$ cat src/rtl/rsfec_pkg.sv
package rsfec_pkg;

  // Symbol width and the field polynomial x^10 + x^3 + 1
  localparam int SYM_W = 10;
  localparam logic [SYM_W:0] FIELD_POLY = 11'h409;
  // Number of parity symbols per codeword
  localparam int PAR_N = 14;

  typedef logic [SYM_W-1:0] sym_t;
  typedef sym_t [PAR_N:0]   gen_t;

  localparam sym_t POLY_LOW = FIELD_POLY[SYM_W-1:0];

  // General field product, MSB-first shift-and-add
  function automatic sym_t gf_mul(sym_t a, sym_t b);
    sym_t r;
    r = '0;
    for (int i = SYM_W - 1; i >= 0; i--) begin
      r = r[SYM_W-1] ? ((r << 1) ^ POLY_LOW) : (r << 1);
      if (b[i]) r = r ^ a;
    end
    return r;
  endfunction

  // Generator polynomial coefficients: product of (x + alpha^i), i = 0 .. PAR_N-1
  function automatic gen_t gen_poly();
    gen_t g;
    sym_t root;
    g    = '0;
    g[0] = sym_t'(1);
    root = sym_t'(1);
    for (int i = 0; i < PAR_N; i++) begin
      for (int j = PAR_N; j > 0; j--) begin
        g[j] = g[j-1] ^ gf_mul(g[j], root);
      end
      g[0] = gf_mul(g[0], root);
      root = gf_mul(root, sym_t'(2));
    end
    return g;
  endfunction

endpackage

$ cat src/rtl/rsfec_packer.sv
module rsfec_packer
  import rsfec_pkg::*;
#(
  parameter int BLK_W = 257,
  parameter int BLKS  = 20
) (
  input  logic             clk,
  input  logic             rst_n,
  input  logic             blk_valid,
  output logic             blk_ready,
  input  logic [BLK_W-1:0] blk_data,
  output logic             sym_valid,
  output sym_t             sym_data,
  input  logic             sym_pop,
  input  logic             cw_end
);

  localparam int ACC_W  = BLK_W + SYM_W - 1;
  localparam int CNT_W  = $clog2(ACC_W + 1);
  localparam int BCNT_W = $clog2(BLKS + 1);

  logic [ACC_W-1:0]  acc_q, acc_d, acc_rem;
  logic [CNT_W-1:0]  fill_q, fill_d, fill_rem;
  logic [BCNT_W-1:0] nblk_q, nblk_d;
  logic              pop, take;

  // Next-state logic
  always_comb begin
    sym_valid = (fill_q >= CNT_W'(SYM_W));
    sym_data  = acc_q[SYM_W-1:0];
    pop       = sym_valid && sym_pop;
    fill_rem  = pop ? (fill_q - CNT_W'(SYM_W)) : fill_q;
    acc_rem   = pop ? (acc_q >> SYM_W) : acc_q;
    blk_ready = (nblk_q < BCNT_W'(BLKS)) && (fill_rem < CNT_W'(SYM_W));
    take      = blk_valid && blk_ready;

    acc_d  = acc_rem;
    fill_d = fill_rem;
    nblk_d = nblk_q;
    if (take) begin
      acc_d  = acc_rem | ({{(SYM_W-1){1'b0}}, blk_data} << fill_rem);
      fill_d = fill_rem + CNT_W'(BLK_W);
      nblk_d = nblk_q + BCNT_W'(1);
    end
    if (cw_end) nblk_d = '0;
  end

  // Registers
  always_ff @(posedge clk or negedge rst_n) begin
    if (!rst_n) begin
      acc_q  <= '0;
      fill_q <= '0;
      nblk_q <= '0;
    end else begin
      if (pop || take) begin
        acc_q  <= acc_d;
        fill_q <= fill_d;
      end
      if (take || cw_end) nblk_q <= nblk_d;
    end
  end


  fill_cap_chk: assert property (@(posedge clk) disable iff (!rst_n)
    fill_q <= CNT_W'(ACC_W));


  drained_at_end_chk: assert property (@(posedge clk) disable iff (!rst_n)
    cw_end |-> (fill_q == '0) && (nblk_q == BCNT_W'(BLKS)));

endmodule

$ cat src/rtl/rsfec_parity_lfsr.sv
module rsfec_parity_lfsr
  import rsfec_pkg::*;
(
  input  logic clk,
  input  logic rst_n,
  input  logic absorb,
  input  sym_t sym_in,
  input  logic emit,
  output sym_t par_out,
  output logic par_idle
);

  localparam gen_t GEN = gen_poly();

  sym_t [PAR_N-1:0] par_q, par_d;
  sym_t             fb;

  // Next-state logic: division by the generator, or shift-out of the remainder
  always_comb begin
    fb    = sym_in ^ par_q[PAR_N-1];
    par_d = par_q;
    if (absorb) begin
      par_d[0] = gf_mul(fb, GEN[0]);
      for (int j = 1; j < PAR_N; j++) begin
        par_d[j] = par_q[j-1] ^ gf_mul(fb, GEN[j]);
      end
    end else if (emit) begin
      par_d[0] = '0;
      for (int j = 1; j < PAR_N; j++) begin
        par_d[j] = par_q[j-1];
      end
    end
  end

  always_ff @(posedge clk or negedge rst_n) begin
    if (!rst_n) begin
      par_q <= '0;
    end else if (absorb || emit) begin
      par_q <= par_d;
    end
  end

  assign par_out  = par_q[PAR_N-1];
  assign par_idle = (par_q == '0);


  one_op_chk: assert property (@(posedge clk) disable iff (!rst_n)
    !(absorb && emit));

endmodule

$ cat src/rtl/rsfec_encoder.sv
module rsfec_encoder
  import rsfec_pkg::*;
#(
  parameter int BLK_W = 257,
  parameter int BLKS  = 20
) (
  input  logic             clk,
  input  logic             rst_n,
  input  logic             in_valid,
  output logic             in_ready,
  input  logic [BLK_W-1:0] in_block,
  output logic             out_valid,
  input  logic             out_ready,
  output logic [SYM_W-1:0] out_sym
);

  // The message must fill a whole number of symbols
  localparam int MSG_N = (BLK_W * BLKS) / SYM_W;
  localparam int CW_N  = MSG_N + PAR_N;
  localparam int IDX_W = $clog2(CW_N);

  logic             rst_meta_q, rst_sync_n;
  logic [IDX_W-1:0] idx_q, idx_d;
  logic             in_par, fire, cw_end;
  logic             pk_valid, pk_pop;
  sym_t             pk_sym, par_sym;
  logic             par_idle;

  // Reset: asserted asynchronously, released on the clock
  always_ff @(posedge clk or negedge rst_n) begin
    if (!rst_n) begin
      rst_meta_q <= 1'b0;
      rst_sync_n <= 1'b0;
    end else begin
      rst_meta_q <= 1'b1;
      rst_sync_n <= rst_meta_q;
    end
  end

  // Sequencing of message and parity symbols
  always_comb begin
    in_par    = (idx_q >= IDX_W'(MSG_N));
    out_valid = in_par ? 1'b1 : pk_valid;
    out_sym   = in_par ? par_sym : pk_sym;
    fire      = out_valid && out_ready;
    pk_pop    = out_ready && !in_par;
    cw_end    = fire && (idx_q == IDX_W'(CW_N - 1));
    idx_d     = idx_q;
    if (fire) idx_d = cw_end ? '0 : (idx_q + IDX_W'(1));
  end

  always_ff @(posedge clk or negedge rst_sync_n) begin
    if (!rst_sync_n) begin
      idx_q <= '0;
    end else if (fire) begin
      idx_q <= idx_d;
    end
  end

  rsfec_packer #(
    .BLK_W (BLK_W),
    .BLKS  (BLKS)
  ) u_packer (
    .clk       (clk),
    .rst_n     (rst_sync_n),
    .blk_valid (in_valid),
    .blk_ready (in_ready),
    .blk_data  (in_block),
    .sym_valid (pk_valid),
    .sym_data  (pk_sym),
    .sym_pop   (pk_pop),
    .cw_end    (cw_end)
  );

  rsfec_parity_lfsr u_parity (
    .clk      (clk),
    .rst_n    (rst_sync_n),
    .absorb   (fire && !in_par),
    .sym_in   (pk_sym),
    .emit     (fire && in_par),
    .par_out  (par_sym),
    .par_idle (par_idle)
  );


  par_block_in_chk: assert property (@(posedge clk) disable iff (!rst_sync_n)
    in_par |-> !in_ready);


  par_no_msg_chk: assert property (@(posedge clk) disable iff (!rst_sync_n)
    in_par |-> !pk_valid);


  hold_chk: assert property (@(posedge clk) disable iff (!rst_sync_n)
    (out_valid && !out_ready) |=> (out_valid && $stable(out_sym)));


  fresh_rem_chk: assert property (@(posedge clk) disable iff (!rst_sync_n)
    cw_end |=> par_idle);

endmodule

$ cat config.mk
export PLATFORM = sky130hd
export DESIGN_NAME = rsfec_encoder
export DESIGN_NICKNAME = d
export VERILOG_FILES = /design/src/rtl/rsfec_pkg.sv /design/src/rtl/rsfec_packer.sv /design/src/rtl/rsfec_parity_lfsr.sv /design/src/rtl/rsfec_encoder.sv
export SDC_FILE = /design/constraint.sdc
export NUM_CORES = 2
export LEC_CHECK = 0
export BUFFER_PORTS_ARGS = -buffer_cell sky130_fd_sc_hd__buf_4
export CAP_MARGIN = 15
export CELL_PAD_IN_SITES_DETAIL_PLACEMENT = 1
export CELL_PAD_IN_SITES_GLOBAL_PLACEMENT = 2
export CORE_MARGIN = 1.5
export CORE_UTILIZATION = 39
export CTS_CLUSTER_DIAMETER = 80
export CTS_CLUSTER_SIZE = 24
export DETAILED_ROUTE_END_ITERATION = 10
export HOLD_SLACK_MARGIN = 0.12
export PLACE_DENSITY = 0.82
export SYNTH_ARGS = -nofsm -noshare
export SYNTH_HDL_FRONTEND = slang
export SYNTH_SLANG_ARGS = --single-unit
$ cat constraint.sdc
create_clock -name clk -period 16.9 [get_ports clk]
set_input_delay 1.69 -clock clk [delete_from_list [all_inputs] [get_ports clk]]
set_output_delay 1.69 -clock clk [all_outputs]
set_load 0.005 [all_outputs]
=== Word-level counts from Yosys, hierarchy flattened ===
Cells that the tools add are included.
W data, S select, Z words.

* Reduce and logical (&&, ||, !) cells: 16
* Muxes and demuxes: 108
* Bitwise logic cells: 111
* Shift operators: 1
* Add/sub/neg operators: 4
* $lt $le $gt $ge: 4
* Equality and inequality tests: 1

{| class="wikitable"
|+ Operators with widths
! operator !! number
|-
| $mux W266 || 2
|-
| $xor A10 B10 Y10 || 45
|-
| $mux W10 || 34
|-
| $mux W140 || 2
|-
| $or A266 B266 Y266 || 1
|-
| $shl A257 B9 Y266 || 1
|-
| $mux W4 || 65
|-
| $not A2 Y2 || 65
|-
| $mux W9 || 2
|-
| $add A10 B1 Y10 const B || 1
|-
| $eq A10 B10 Y1 const B || 1
|-
| $ge A10 B10 Y1 const B || 1
|-
| $mux W5 || 2
|-
| $add A9 B9 Y9 const B || 1
|-
| $ge A9 B4 Y1 const B || 1
|-
| $lt A9 B4 Y1 const B || 1
|-
| $sub A9 B4 Y9 const B || 1
|-
| $logic_and A1 B1 Y1 || 8
|-
| $add A5 B1 Y5 const B || 1
|-
| $lt A5 B5 Y1 const B || 1
|-
| $reduce_and A2 Y1 || 2
|-
| $reduce_bool A2 Y1 || 2
|-
| $logic_or A1 B1 Y1 || 3
|-
| $logic_not A1 Y1 || 1
|-
| $mux W1 || 1
|}

* Register bits after elaboration: 432
* Bits of input ports: 261
* Output and inout bits: 12

=== Longest topological paths before layout ===
* Word-level depth: 37
* Depth in mapped cells: 18
* Gate-level depth less buffers: 12

=== Cells and area by module ===
From an unflattened synthesis, not the netlist that was laid out.

* Cell total of the unflattened synthesis: 4046
* Area, all modules: 36877.9 um^2

{| class="wikitable"
|+ By module, submodules not included
! module !! cells each !! area an instance (um^2) !! instances !! seq. area each (um^2)
|-
| rsfec_packer || 2984 || 25922.4 || 1 || 7006.7
|-
| rsfec_parity_lfsr || 989 || 10172.3 || 1 || 3503.4
|-
| rsfec_encoder || 73 || 783.3 || 1 || 300.3
|}

=== Worst setup path after synthesis ===
No wires, ideal clock.

* Path type: input-to-output
* Start point: input port out_ready
* End point: output port in_ready
* Path buffers: 2
* Path slack: 12.003 ns
* Data arrival time: 3.207 ns
* Cell stages on the path: 7
* Path through: clkinv_1 -> nor4_4 -> buf_4 -> buf_2 -> a211oi_1 -> o21ai_0 -> nor3_1

* Cells in the longest elaborated chain, start to end: 5

{| class="wikitable"
|+ Ends and longest elaborated chain
! element !! line !! text
|-
| start: declaration || rsfec_encoder.sv:13 || <nowiki>input logic out_ready,</nowiki>
|-
| $logic_and A1 B1 Y1 || rsfec_encoder.sv:46 || <nowiki>pk_pop = out_ready && !in_par;</nowiki>
|-
| $logic_and A1 B1 Y1 || rsfec_packer.sv:31 || <nowiki>pop = sym_valid && sym_pop;</nowiki>
|-
| $mux W9 || rsfec_packer.sv:32 || <nowiki>fill_rem = pop ? (fill_q - CNT_W'(SYM_W)) : fill_q;</nowiki>
|-
| $lt A9 B4 Y1 || rsfec_packer.sv:34 || <nowiki>blk_ready = (nblk_q < BCNT_W'(BLKS)) && (fill_rem < CNT_W'(SYM_W));</nowiki>
|-
| $logic_and A1 B1 Y1 || rsfec_packer.sv:34 ||
|-
| end: declaration || rsfec_encoder.sv:10 || <nowiki>output logic in_ready,</nowiki>
|}

No other way between the ends.

=== Worst setup path after layout ===
* Start point: register u_packer.fill_q[0]
* End point: output port in_ready

* Cells in the longest elaborated chain, start to end: 5
* Elaborated cells on any way between the ends: 6
* Classes of those cells: add/sub: 1; order compare: 2; mux: 1; reduce/logical: 2

{| class="wikitable"
|+ Ends and longest elaborated chain
! element !! line !! text
|-
| start: declaration || rsfec_packer.sv:23 || <nowiki>logic [CNT_W-1:0] fill_q, fill_d, fill_rem;</nowiki>
|-
| start signal: assignment || rsfec_packer.sv:57 || <nowiki>fill_q <= fill_d;</nowiki>
|-
| $ge A9 B4 Y1 || rsfec_packer.sv:29 || <nowiki>sym_valid = (fill_q >= CNT_W'(SYM_W));</nowiki>
|-
| $logic_and A1 B1 Y1 || rsfec_packer.sv:31 ||
|-
| $mux W9 (*) || rsfec_packer.sv:32 ||
|-
| $lt A9 B4 Y1 (*) || rsfec_packer.sv:34 ||
|-
| $logic_and A1 B1 Y1 (*) || rsfec_packer.sv:34 ||
|}

Mark *: on every way between the ends. The rest lies on a longest branch, timed or not.

==> results.md <==
- The cell area that synthesis handed to floorplanning was 0.0368 mm².
- The worst endpoint data arrival time is 5280 ps.
- Before antenna repair, the detailed router went through 5 iterations.
- Across the whole layout, storage elements account for 0.0108 mm².
- The share of the synthesized area in the top cell type is 29.3%.
- The power density over the cells is 64.4 mW/mm².
- The worst setup path is captured at a primary output.
- For this block, the routed nets add up to 158 mm of wire.
- A synthesized cell averages 9.09 µm².
- The standard cell core area is 0.0935 mm².
- Combinational cells account for 21.0% of the total power.
- The total of endpoints with negative setup slack in the final report is 0.
- The async set or reset register ratio after synthesis is 100%.
- The worst hold-check path type is flop to async pin.
- Ranked by total cell area, the synthesized netlist is headed by dfrtp_1 (29%), mux4_2 (16%), mux2i_1 (14%).
- The via count of the first global-routing pass is 34.4k.
- Setup repair after global routing left no endpoint under its margin.
- The switching share of power is 33.0%.
- The post-route setup TNS is 0 ps.
- After synthesis the netlist holds a flip-flop and latch count of 432.
- In this run the count of I/O pins placed on the die edge is 273.
- The total of max-cap violations is 0.
- Dividing the detail-routed wire length by the instance count gives 29.4 µm.
- The buffer levels on the longest clock path is 3.
- The most common flop cell mapped by yosys is dfrtp_1.
- The count of nets left with antenna violations once routing finished came out at 0.
- Buffers inserted during clock tree synthesis total 38.
- The overall die area is 0.0963 mm².
- The synthesized netlist devotes 8.03% of its cell area to XOR and XNOR gates.
- The DRC violation total after the first TritonRoute iteration is 3544.
- The number of post-CTS setup repair buffers is 0.
- After global routing the overflow that remains totals 0.
- At the pin with the least slew margin, the transition time is 1240 ps.
- The floorplan has 112 rows.
- The count of unique library cells instantiated by Yosys is 72.
- The clock arrives with 56.8 ps of skew.
- The worst register-to-register path ends at u_packer.acc_q[175].
- The weighted congestion at the end of routability-driven global placement is 1.02.
- The clock net in this run drives a total of 432 sinks.
- The depth of the worst register-to-register path is 12.
- The flow ran to the end, and the final reports show no timing, DRC or antenna violations.
- Dividing the final minimum period by the clock period gives 41.2%.
- The final hold violation count is 0.
- The most common cell in the synthesized netlist is nand2_1.
- The filler-free cell count of the finished design is 5380.
- The mean number of vias per cell is 6.34.
- The synthesized netlist cell count is 4052.
- The synthesis-to-finish area growth is 11.6%.
- The switching power is 872 µW.
- Input and output buffers added on the ports amount to 272.
- TritonCTS built the clock tree.
- The floorplan die height is 310 µm.
- The initial utilization of the core area, before any placement, comes to 39.4%.
- STA classifies the critical path startpoint as a flop.
- Of the total synthesized cell area, the portion taken by full adders, half adders and majority gates is 0.170%.
- The clock-pin slew reported for the worst setup and hold paths after clock tree synthesis is 90 ps.
- By startpoint and endpoint, the worst setup path is classified as flop to primary output.
- The post-route DRC violation count is 0.
- The later-pin clock latency in the skew report is 630 ps.
- The worst-case IR drop observed on VDD is 0.0541 mV.
- The placed cell count is 5309.
- The sum of internal, switching and leakage power is 2.65 mW.
- The Yosys step of the flow raised 0 warnings.
- Counting I/O delays and the setup requirement, the final critical path takes 6970 ps.
- The clock group share of total power is 37.5%.
- In this run, flip-flops and latches consume 41.5% of the power.
- The post-route netlist has 18.7% of its cells at a drive strength greater than 1.
- The proportion of synthesized area in mux cells is 30.6%.
- The filler cells instantiated in the layout total 10.8k.
- In the final layout, the multi-input gates occupy 0.0246 mm².
- The count of final max-slew check failures was 0.
- The width of the die is 310 µm.
- In this run the static leakage power is 17.6 nW.
- The setup slack of the most critical reg-to-reg path is 10370 ps.
- The number of gates resized after cts is 0.
- The synthesized netlist devotes 11.1% of its cell area to compound gates.
- Headroom to the max-slew limit came out at 15.1%.
- In the synthesized netlist, the cells that appear most often are nand2_1 (657), nor2_1 (561), mux2i_1 (522).
- Counting every net in the synthesized netlist gives 4318.
- The simple-gate area share of the yosys netlist is 16.4%.
- The highest clock rate is 143 MHz.
- Entering global routing, the biggest net connects 194 pins.
- The initial antenna violation count was 7.
- The worst hold-check slack is 340 ps.
- For the worst setup path, the data required time is 15210 ps.
- The top cell type by total area after synthesis is dfrtp_1.
- Across every metal layer, demand over resource in global routing totals 32.5%.
- The HPWL after detailed placement is 116 mm.
- The number of enable-type register cells in the synthesized netlist is 0.
- The routed layout has 34.1k vias.
- The first-pass GRT wire length is 233 mm.
- The level count of the clock H-tree is 2.
- The buffer cell driving the clock tree root is clkbuf_16.
- The reg-to-reg startpoint is u_packer.fill_q[0].
- By area, the combinational part of the netlist is dominated by multiplexers.
- The design internal power is 1.77 mW.
- Of the synthesized area, sequential elements account for 29.3%.
- The number of buffers inserted for hold repair after clock tree synthesis is 0.
- For this run, the post-layout net count is 4361.
- Along the worst path, the maximum fanout reaches 46.
==> worst max-delay path by stage <==
stage / from / endpoint / slack [ps] / cells past startpoint
3_5_place_dp: out_ready / u_packer.acc_q[175] / 10060 / 12
6_report: u_packer.fill_q[0] / in_ready / 9930 / 8
2_1_floorplan: rst_sync_n / idx_q[0] / 3970 / 0
4_1_cts: u_packer.fill_q[0] / in_ready / 9910 / 8
5_1_grt: u_packer.fill_q[0] / in_ready / 9700 / 8
3_3_place_gp: out_ready / u_packer.acc_q[175] / 10170 / 12
==> kinds of logic after synthesis <==
family / Yosys count
compound gates: 651
xor+xnor: 338
fa+ha+maj: 5
buf+inv: 364
flops: 432
mux: 796
other cells: 1
simple gates: 1465
==> cell type report <==
type                            count  share of cell area [%]
Antenna cell                        2                  0.0122
Clock buffer                       42                    2.43
Clock inverter                     27                   0.828
Inverter                           16                   0.183
Multi-Input combinational cell   3256                    59.9
Sequential cell                   432                    26.3
Tap cell                         1254                    3.82
Timing Repair Buffer              351                    6.50
==> power groups by stage <==
stage / clock (mW) / sequential [mW] / combinational, mW
floorplan: 0 / 1.12 / 0.304
global placement: 0 / 1.12 / 0.534
detailed placement: 0 / 1.12 / 0.543
CTS: 1.01 / 1.10 / 0.545
global route: 1.04 / 1.10 / 0.585
finish: 0.992 / 1.10 / 0.555
==> metal layers <==
metal | GRT usage (%) | up-vias | share of wire, %
met5 | 0.859 | - | 0.083
met4 | 10.2 | 6 | 3.4
met3 | 7.20 | 311 | 9.7
met2 | 49.3 | 1740 | 44
met1 | 45.9 | 17500 | 43
li1 | - | 14600 | -
==> cell usage in the layout, fill, tap and decap left out, drive strengths merged, types with 5 or more instances in the layout <==
cell | Yosys | layout
a41oi | 5 | 5
a21oi | 43 | 43
o31ai | 7 | 7
ha | 5 | 5
xnor2 | 325 | 325
clkinv | 2 | 9
nand2 | 658 | 658
o21ai | 225 | 225
mux2 | 12 | 12
xor2 | 13 | 13
o2bb2ai | 12 | 12
o211ai | 5 | 5
mux4 | 262 | 262
and2 | 19 | 19
nand3 | 96 | 96
inv | 14 | 31
a211oi | 64 | 64
or2 | 50 | 50
a22oi | 59 | 59
clkbuf | 197 | 42
mux2i | 522 | 522
a31oi | 10 | 10
nor3 | 18 | 18
nor4 | 12 | 12
nor2 | 562 | 562
buf | 151 | 351
nand4 | 21 | 21
o22ai | 176 | 176
o311ai | 11 | 11
a31o | 6 | 6
nor2b | 5 | 5
and3 | 6 | 6
dfrtp | 432 | 432
a22o | 7 | 7
==> worst max-delay path, cell delays in order, from the launching register on <==
cell and delay (ps):
dfrtp_4 910, and4bb_2 340, nor4_4 770, nor3_1 160, xnor2_1 590, inv_1 610, or3_1 650, nor3_1 420
buf_4 190
==> registers in the layout (all words and copies together), names as in the netlist <==
register and flops:
u_packer.nblk_q 5, u_packer.fill_q 9, rst_sync_n 1, u_packer.acc_q 266, rst_meta_q 1, idx_q 10
u_parity.par_q 130, u_parity.par_out 10
==> stage by stage <==
step	cell area [µm²]	setup WS, ps	utilization (%)
final	41100	9930	44.0
after detailed placement	39800	10060	42.6
after CTS	41100	9910	44.0
after global routing	41100	9700	44.0
after floorplan	36800	3970	-
after global placement	39800	10170	42.6
(Power assumes the default switching activity.)
